==> src/rtl/itmr_pkg.sv <==
package itmr_pkg;
  localparam int unsigned ITMR_SEL_W  = 3;
  localparam int unsigned ITMR_DATA_W = 8;

  typedef struct packed {
    logic                  wdt_en;
    logic                  pscl_en;
    logic                  clr;
    logic [ITMR_SEL_W-1:0] sel;
  } itmr_ctrl_t;
endpackage

==> src/rtl/itmr_ctrl.sv <==
module itmr_ctrl
  import itmr_pkg::*;
#(
  parameter int unsigned DATA_W = ITMR_DATA_W
) (
  input  logic              clk,
  input  logic              rst_n,
  input  logic              wr_en,
  input  logic [DATA_W-1:0] wr_data,
  output itmr_ctrl_t        ctrl
);
  itmr_ctrl_t ctrl_d, ctrl_q;

  always_comb begin
    ctrl_d = ctrl_q;
    if (ctrl_q.clr) ctrl_d.clr = 1'b0;
    if (wr_en) begin
      ctrl_d.wdt_en  = wr_data[5];
      ctrl_d.pscl_en = wr_data[4];
      ctrl_d.clr     = wr_data[3];
      ctrl_d.sel     = wr_data[ITMR_SEL_W-1:0];
    end
  end

  always_ff @(posedge clk or negedge rst_n) begin
    if (!rst_n) ctrl_q <= '0;
    else        ctrl_q <= ctrl_d;
  end

  assign ctrl = ctrl_q;

  // clear bit lives one clock unless rewritten
  a_r7_clr_self: assert property (@(posedge clk) disable iff (!rst_n)
    (ctrl_q.clr && !wr_en) |=> !ctrl_q.clr);
  // enables follow the written bits
  a_r6_enables_stored: assert property (@(posedge clk) disable iff (!rst_n)
    wr_en |=> (ctrl_q.wdt_en == $past(wr_data[5])) && (ctrl_q.pscl_en == $past(wr_data[4])));
endmodule

==> src/rtl/itmr_tap_edge.sv <==
module itmr_tap_edge #(
  parameter int unsigned SEL_W = 3,
  localparam int unsigned NTAPS = 1 << SEL_W
) (
  input  logic             clk,
  input  logic             rst_n,
  input  logic [NTAPS-1:0] taps,
  input  logic [SEL_W-1:0] sel,
  output logic             tick
);
  logic tap_now;
  logic prev_d, prev_q;

  always_comb begin
    tap_now = taps[sel];
    prev_d  = tap_now;
    tick    = tap_now & ~prev_q;
  end

  always_ff @(posedge clk or negedge rst_n) begin
    if (!rst_n) prev_q <= 1'b0;
    else        prev_q <= prev_d;
  end

  // a detected edge never repeats on the next clock
  a_r3_tick_single: assert property (@(posedge clk) disable iff (!rst_n)
    tick |=> !tick);
endmodule

==> src/rtl/itmr_counter.sv <==
module itmr_counter #(
  parameter int unsigned CNT_W = 8
) (
  input  logic             clk,
  input  logic             rst_n,
  input  logic             tick,
  input  logic             clr,
  input  logic             irq_ack,
  output logic [CNT_W-1:0] cnt,
  output logic             irq,
  output logic             ovf
);
  localparam logic [CNT_W-1:0] CNT_MAX = '1;

  logic [CNT_W-1:0] cnt_d, cnt_q;
  logic             irq_d, irq_q;
  logic             ovf_d, ovf_q;
  logic             wrap;

  always_comb begin
    wrap  = tick & ~clr & (cnt_q == CNT_MAX);
    cnt_d = cnt_q;
    if (clr)       cnt_d = '0;
    else if (tick) cnt_d = cnt_q + 1'b1;
    irq_d = wrap | (irq_q & ~irq_ack);
    ovf_d = wrap;
  end

  always_ff @(posedge clk or negedge rst_n) begin
    if (!rst_n) begin
      cnt_q <= '0;
      irq_q <= 1'b0;
      ovf_q <= 1'b0;
    end else begin
      cnt_q <= cnt_d;
      irq_q <= irq_d;
      ovf_q <= ovf_d;
    end
  end

  assign cnt = cnt_q;
  assign irq = irq_q;
  assign ovf = ovf_q;

  // clear zeroes the count on the next clock
  a_r7_clear_zeroes: assert property (@(posedge clk) disable iff (!rst_n)
    clr |=> (cnt_q == '0) && !ovf_q);
  // count only holds or steps by one
  a_r3_step_one: assert property (@(posedge clk) disable iff (!rst_n)
    !clr |=> (cnt_q == $past(cnt_q)) || (cnt_q == $past(cnt_q) + 1'b1));
  // strobe lasts one clock and coincides with a zero count
  a_r5_ovf_one_cycle: assert property (@(posedge clk) disable iff (!rst_n)
    ovf_q |=> !ovf_q);
  a_r5_ovf_at_zero: assert property (@(posedge clk) disable iff (!rst_n)
    ovf_q |-> (cnt_q == '0) && irq_q);
  // flag holds until acknowledged
  a_r4_flag_sticky: assert property (@(posedge clk) disable iff (!rst_n)
    (irq_q && !irq_ack) |=> irq_q);
endmodule

==> src/rtl/interval_timer.sv <==
module interval_timer
  import itmr_pkg::*;
#(
  parameter int unsigned CNT_W  = 8,
  parameter int unsigned DATA_W = ITMR_DATA_W,
  localparam int unsigned NTAPS = 1 << ITMR_SEL_W
) (
  input  logic              clk,
  input  logic              rst_n,
  input  logic [NTAPS-1:0]  ps_tap,
  input  logic              bus_wr_en,
  input  logic [DATA_W-1:0] bus_wr_data,
  output logic [CNT_W-1:0]  bus_rd_data,
  input  logic              irq_ack,
  output logic              irq_flag,
  output logic              ovf_pulse,
  output logic              wdt_en,
  output logic              pscl_en
);
  itmr_ctrl_t ctrl;
  logic       tick;

  itmr_ctrl #(.DATA_W(DATA_W)) u_ctrl (
    .clk     (clk),
    .rst_n   (rst_n),
    .wr_en   (bus_wr_en),
    .wr_data (bus_wr_data),
    .ctrl    (ctrl)
  );

  itmr_tap_edge #(.SEL_W(ITMR_SEL_W)) u_edge (
    .clk   (clk),
    .rst_n (rst_n),
    .taps  (ps_tap),
    .sel   (ctrl.sel),
    .tick  (tick)
  );

  itmr_counter #(.CNT_W(CNT_W)) u_cnt (
    .clk     (clk),
    .rst_n   (rst_n),
    .tick    (tick),
    .clr     (ctrl.clr),
    .irq_ack (irq_ack),
    .cnt     (bus_rd_data),
    .irq     (irq_flag),
    .ovf     (ovf_pulse)
  );

  assign wdt_en  = ctrl.wdt_en;
  assign pscl_en = ctrl.pscl_en;
endmodule

==> config.mk <==
export PLATFORM = sky130hd
export DESIGN_NAME = interval_timer
export DESIGN_NICKNAME = d
export VERILOG_FILES = /design/src/rtl/itmr_pkg.sv /design/src/rtl/itmr_ctrl.sv /design/src/rtl/itmr_tap_edge.sv /design/src/rtl/itmr_counter.sv /design/src/rtl/interval_timer.sv
export SDC_FILE = /design/constraint.sdc
export NUM_CORES = 1
export LEC_CHECK = 0
export BUFFER_PORTS_ARGS = -buffer_cell sky130_fd_sc_hd__buf_2
export CAP_MARGIN = 20
export CORE_ASPECT_RATIO = 1.25
export CORE_UTILIZATION = 46
export CTS_CLUSTER_DIAMETER = 100
export DETAILED_ROUTE_END_ITERATION = 10
export PLACE_DENSITY = 0.76
export SETUP_SLACK_MARGIN = 0.05
export SYNTH_ARGS = -nofsm -noshare
export SYNTH_HDL_FRONTEND = slang
export SYNTH_SLANG_ARGS = --single-unit
==> constraint.sdc <==
create_clock -name clk -period 2 [get_ports clk]
set_input_delay 0.4 -clock clk [delete_from_list [all_inputs] [get_ports clk]]
set_output_delay 0.4 -clock clk [all_outputs]
set_load 0.02 [all_outputs]
==> results of run 1 <==
-- cell usage after synthesis (2+ instances only) --
library cell,number,share of area [%]
dfrtp_1,17,51
nand2_1,6,2.7
mux2_2,5,6.8
mux2i_1,5,6.0
nor2_1,5,2.3
nor2b_1,5,3.8
nand3_1,4,2.4
nand4_1,3,2.3
o21ai_0,3,1.8
or4_1,3,2.7
a21oi_1,2,1.2
a31oi_1,2,1.5
buf_6,2,2.7
nor3_1,2,1.2
xor2_1,2,2.1
-- worst paths after layout --
kind | to | cells after the start
hold reg to reg | u_cnt.irq$_DFF_PN0_ | 1
setup / recovery | u_cnt.cnt[5]$_DFFE_PN0P_ | 5
hold / removal | u_ctrl.ctrl[3]$_DFF_PN0_ | 1
setup reg to reg | u_cnt.cnt[5]$_DFFE_PN0P_ | 5
max in group asynchronous | u_edge.prev_q$_DFF_PN0_ | 1
min in group clk | u_ctrl.ctrl[3]$_DFF_PN0_ | 2
-- metrics by stage --
stage	power (mW)	utilization [%]	cell area [um^2]	setup WS (ps)	std cells
final	0.773	62.5	1010	175	125
after global routing	0.828	62.5	1010	51.9	125
after CTS	0.786	62.2	1010	85.5	125
after detailed placement	0.597	60.6	982	109	121
after global placement	0.590	60.6	982	144	121
after floorplan	0.537	-	833	286	76
-- cells by family (layout without fill, tap and decap cells) --
family | count (synthesis) | in the layout | synth area share, %
flops | 17 | 17 | 51.1
mux | 11 | 11 | 14.1
fa+ha+maj | 1 | 1 | 1.50
compound gates | 10 | 10 | 7.81
xor+xnor | 2 | 2 | 2.10
simple gates | 31 | 31 | 19.8
buf+inv | 4 | 35 | 3.60
-- where the power goes --
group,internal (mW),switching (mW)
clock,0.0776,0.104
sequential,0.376,0.0383
combinational,0.0784,0.0975
total,0.532,0.240
-- per-layer routing --
| metal | up-vias | GRT usage, % | routed length [um] |
|---|---|---|---|
| met5 | - | 0 | 0 |
| met4 | 0 | 8.62 | 23 |
| met3 | 2 | 4.05 | 56 |
| met2 | 19 | 29.8 | 814 |
| met1 | 325 | 23.0 | 647 |
| li1 | 340 | - | - |
-- sequential cells by signal (all words and copies together) (netlist names) --
| signal | flops |
|---|---|
| u_cnt.cnt | 8 |
| u_edge.prev_q | 1 |
| u_cnt.ovf | 1 |
| u_cnt.irq | 1 |
| u_ctrl.ctrl | 6 |
-- layout make-up --
type | count | area share [%]
clock buffers | 4 | 2.59
multi-input cells | 55 | 37.8
flip-flops and latches | 17 | 42.0
repair buffers | 30 | 15.1
well taps | 18 | 2.22
inverters | 1 | 0.370
-- critical path, cell delays in order, from the launching register on --
cell and delay, ps:
dfrtp_1 470, mux2i_1 170, a31oi_1 230, nand3_2 200, or4_1 530, a21oi_1 150
==> impl_metrics.env, run 1 <==
export IMPL_ys_flop_type="dfrtp_1"
export IMPL_cts_buffers=3
export IMPL_grt_pass1_vias=622
export IMPL_setup_tns_ps=0
export IMPL_place_gp_congestion=0.672
export IMPL_hold_path_class="input port to async pin"
export IMPL_maxSlewHeadroom_pct=75.3
export IMPL_cts_tree="done"
export IMPL_rsz0062_at_grt="no"
export IMPL_power_leakage_nw=0.530
export IMPL_diodes=0
export IMPL_hpwlAfterDp_mm=1.17
export IMPL_cts_sinks=17
export IMPL_r2r_start="u_ctrl.ctrl[0]$_DFFE_PN0P_"
export IMPL_antenna_found_initial=0
export IMPL_area_delta_synth_final_pct=21.6
export IMPL_cp_required_ps=2220
export IMPL_postCtsSetupRepairBufs=0
export IMPL_crit_type="flip-flop to flip-flop"
export IMPL_cts_repair_resized=0
export IMPL_hold_viol=0
export IMPL_drt_total_wl_mm=1.54
export IMPL_rows=16
export IMPL_final_seq_area_um2=425
export IMPL_coreArea_um2=1620
export IMPL_powerDensity_nw_per_um2=762
export IMPL_drc_errors=0
export IMPL_cts_htree_levels=1
export IMPL_firstDrtPassIters=4
export IMPL_syn_area_um2=833
export IMPL_period_minus_slack_ps=1830
export IMPL_multi_input_area_um2=383
export IMPL_grt_total_usage_pct=18.7
export IMPL_layout_common_cells="buf_2 (29), dfrtp_1 (17), nand2_1 (6)"
export IMPL_final_common_cell="buf_2"
export IMPL_grt_max_degree=18
export IMPL_synth_seq_cells=17
export IMPL_cp_start_kind="flip-flop"
export IMPL_period_share_pct=91.3
export IMPL_drive_above_1_share_pct=37.4
export IMPL_start_util_pct=51.4
export IMPL_seq_area_frac_synth_pct=51.1
export IMPL_r2r_slack_ps=170
export IMPL_path_max_fanout=9
export IMPL_ant_nets=0
export IMPL_ios=32
export IMPL_io_buffers=29
export IMPL_die_w_um=40.1
export IMPL_finalClockSkew_ps=4.00
export IMPL_n_fill_cell=147
export IMPL_drt_iter0_drc=8
export IMPL_worst_ep_arrival_time_ps=2040
export IMPL_drv_slew=0
export IMPL_synth_fp_nets=97
export IMPL_nets=129
export IMPL_ys_warn_count=0
export IMPL_clk_latency_ps=290
export IMPL_viasPerCell=5.49
export IMPL_syn_inst=76
export IMPL_avgSynthCellArea_um2=11.0
export IMPL_avgRoutedWirePerCell_um=12.3
export IMPL_overflow=0
export IMPL_max_cap_viol_count=0
export IMPL_cp_startpoint="u_ctrl.ctrl[0]$_DFFE_PN0P_"
export IMPL_dieArea_um2=1990
export IMPL_grt_pass1_wl_mm=2.57
export IMPL_dr_total_vias=686
export IMPL_clock_path_buffers=2
export IMPL_worst_pin_slew_ps=371
export IMPL_outcome="finished clean"
export IMPL_ys_async_sr_fraction_pct=100
export IMPL_fmax_mhz=548
export IMPL_root_buffer="clkbuf_4"
export IMPL_ir_worst_vdd_v=0.000526
export IMPL_synth_edff_count=0
export IMPL_cts_reportedPaths_clkPinSlew_ps=90
export IMPL_cts_hold_buf=0
export IMPL_whs_ps=10.4
export IMPL_ys_types=25
export IMPL_setup_viol_count_final=0
export IMPL_endpoint_kind="flip-flop"
export IMPL_fp_dieH_um=49.6
Power figures use the tool's default switching activity.
==> run 2: changes to the inputs <==
- PLACE_DENSITY: 0.76 -> 0.87
==> impl_metrics.env, run 2 (synthesis gave the netlist of run 1 again) <==
export IMPL_outcome="finished clean"
export IMPL_worst_ep_arrival_time_ps=2040
export IMPL_rr_worst_depth=6
export IMPL_hold_path_class="input port to async pin"
export IMPL_rsz0062_at_grt="no"
export IMPL_powerDensity_nw_per_um2=769
export IMPL_antenna_found_initial=0
export IMPL_root_buffer="clkbuf_4"
export IMPL_layout_common_cells="buf_2 (29), dfrtp_1 (16), nand2_1 (6)"
export IMPL_hpwlAfterDp_mm=1.19
export IMPL_hold_viol=0
export IMPL_drt_total_wl_mm=1.64
export IMPL_die_w_um=40.1
export IMPL_clock_path_buffers=2
export IMPL_crit_type="flip-flop to flip-flop"
export IMPL_cts_htree_levels=1
export IMPL_coreArea_um2=1620
export IMPL_overflow=0
export IMPL_whs_ps=1.22
export IMPL_period_share_pct=89.6
export IMPL_cts_buffers=3
export IMPL_drc_errors=0
export IMPL_maxSlewHeadroom_pct=75.5
export IMPL_avgRoutedWirePerCell_um=12.8
export IMPL_fmax_mhz=558
export IMPL_endpoint_kind="flip-flop"
export IMPL_nets=132
export IMPL_diodes=0
export IMPL_power_leakage_nw=0.547
export IMPL_final_common_cell="buf_2"
export IMPL_largest_reg_flops=8
export IMPL_setup_viol_count_final=0
export IMPL_grt_pass1_wl_mm=2.73
export IMPL_rows=16
export IMPL_drt_iter0_drc=11
export IMPL_clk_latency_ps=290
export IMPL_ant_nets=0
export IMPL_grt_pass1_vias=632
export IMPL_drive_above_1_share_pct=41.8
export IMPL_cts_reportedPaths_clkPinSlew_ps=100
export IMPL_dieArea_um2=1990
export IMPL_fin_area_um2=1050
export IMPL_area_delta_synth_final_pct=26.3
export IMPL_place_gp_congestion=0.665
export IMPL_cp_start_kind="flip-flop"
export IMPL_grt_use_met2_pct=31.2
export IMPL_period_minus_slack_ps=1790
export IMPL_finalClockSkew_ps=2.21
export IMPL_utilization_pct=64.9
export IMPL_cp_required_ps=2240
export IMPL_grt_util_met1_pct=23.3
export IMPL_max_cap_viol_count=0
export IMPL_start_util_pct=51.4
export IMPL_drv_slew=0
export IMPL_viasPerCell=5.53
export IMPL_cts_tree="done"
export IMPL_fp_dieH_um=49.6
export IMPL_ir_worst_vdd_v=0.000548
export IMPL_worst_pin_slew_ps=368
export IMPL_place_area_um2=982
export IMPL_ios=32
export IMPL_firstDrtPassIters=3
export IMPL_grt_busiest_layer="met2"
export IMPL_grt_total_usage_pct=20.4
export IMPL_path_max_fanout=9
export IMPL_setup_tns_ps=0
export IMPL_cts_sinks=17
export IMPL_io_buffers=29
export IMPL_grt_max_degree=18
export IMPL_dr_total_vias=708
export IMPL_grt_met3_usage_pct=4.50
-- run 2: per-layer routing --
| metal | vias up | wire [um] |
|---|---|---|
| li1 | 341 | - |
| met1 | 337 | 642 |
| met2 | 24 | 850 |
| met3 | 6 | 73 |
| met4 | 0 | 70 |
| met5 | - | 0 |
-- run 2: where the power goes --
group / internal [mW] / switching (mW) / leakage [nW]
sequential: 0.377 / 0.0418 / 0.219
clock: 0.0746 / 0.111 / 0.0177
combinational: 0.0958 / 0.109 / 0.310
total: 0.547 / 0.261 / 0.547
-- run 2: cell type report --
cell class                 count  area (um^2)
clock buffer                   3         22.5
fill                         124          569
timing repair buffer          33          175
tap                           18         22.5
multi-input combinational     55          397
sequential                    17          427
clock inverter                 1         5.00
inverter                       1         3.75
-- run 2: worst paths after layout --
| kind | startpoint | end | slack [ps] |
|---|---|---|---|
| setup / recovery | u_ctrl.ctrl[2]$_DFFE_PN0P_ | u_cnt.cnt[6]$_DFFE_PN0P_ | 210 |
| setup reg to reg | u_ctrl.ctrl[2]$_DFFE_PN0P_ | u_cnt.cnt[6]$_DFFE_PN0P_ | 210 |
| hold / removal | rst_n | u_cnt.ovf$_DFF_PN0_ | 1 |
| max in group asynchronous | rst_n | u_ctrl.ctrl[0]$_DFFE_PN0P_ | 1710 |
| hold reg to reg | u_cnt.irq$_DFF_PN0_ | u_cnt.irq$_DFF_PN0_ | 480 |
| min in group clk | bus_wr_data[3] | u_ctrl.ctrl[3]$_DFF_PN0_ | 310 |
-- run 2: what timing repair did --
action | 4_1_cts | 5_1_grt
endpoints found under the setup margin | 0 | 5
buffers inserted | 0 | 3
hold endpoints to repair | 0 | 0
resized for setup | 0 | 4
hold buffers | 0 | 0
-- run 2: worst max-delay path: stages, from the launching register on --
cell	delay, ps
dfrtp_1	440
nor2b_1	160
a22oi_2	280
nand3_4	150
buf_4	170
or4_1	460
nand2_1	80
-- run 2: per-stage QoR --
step / instances / setup slack (ps) / power, mW
after floorplan: 76 / 286 / 0.537
after global placement: 121 / 122 / 0.587
after detailed placement: 121 / 86.9 / 0.603
after CTS: 125 / 59.5 / 0.788
after global routing: 128 / 66.2 / 0.859
final: 128 / 208 / 0.809
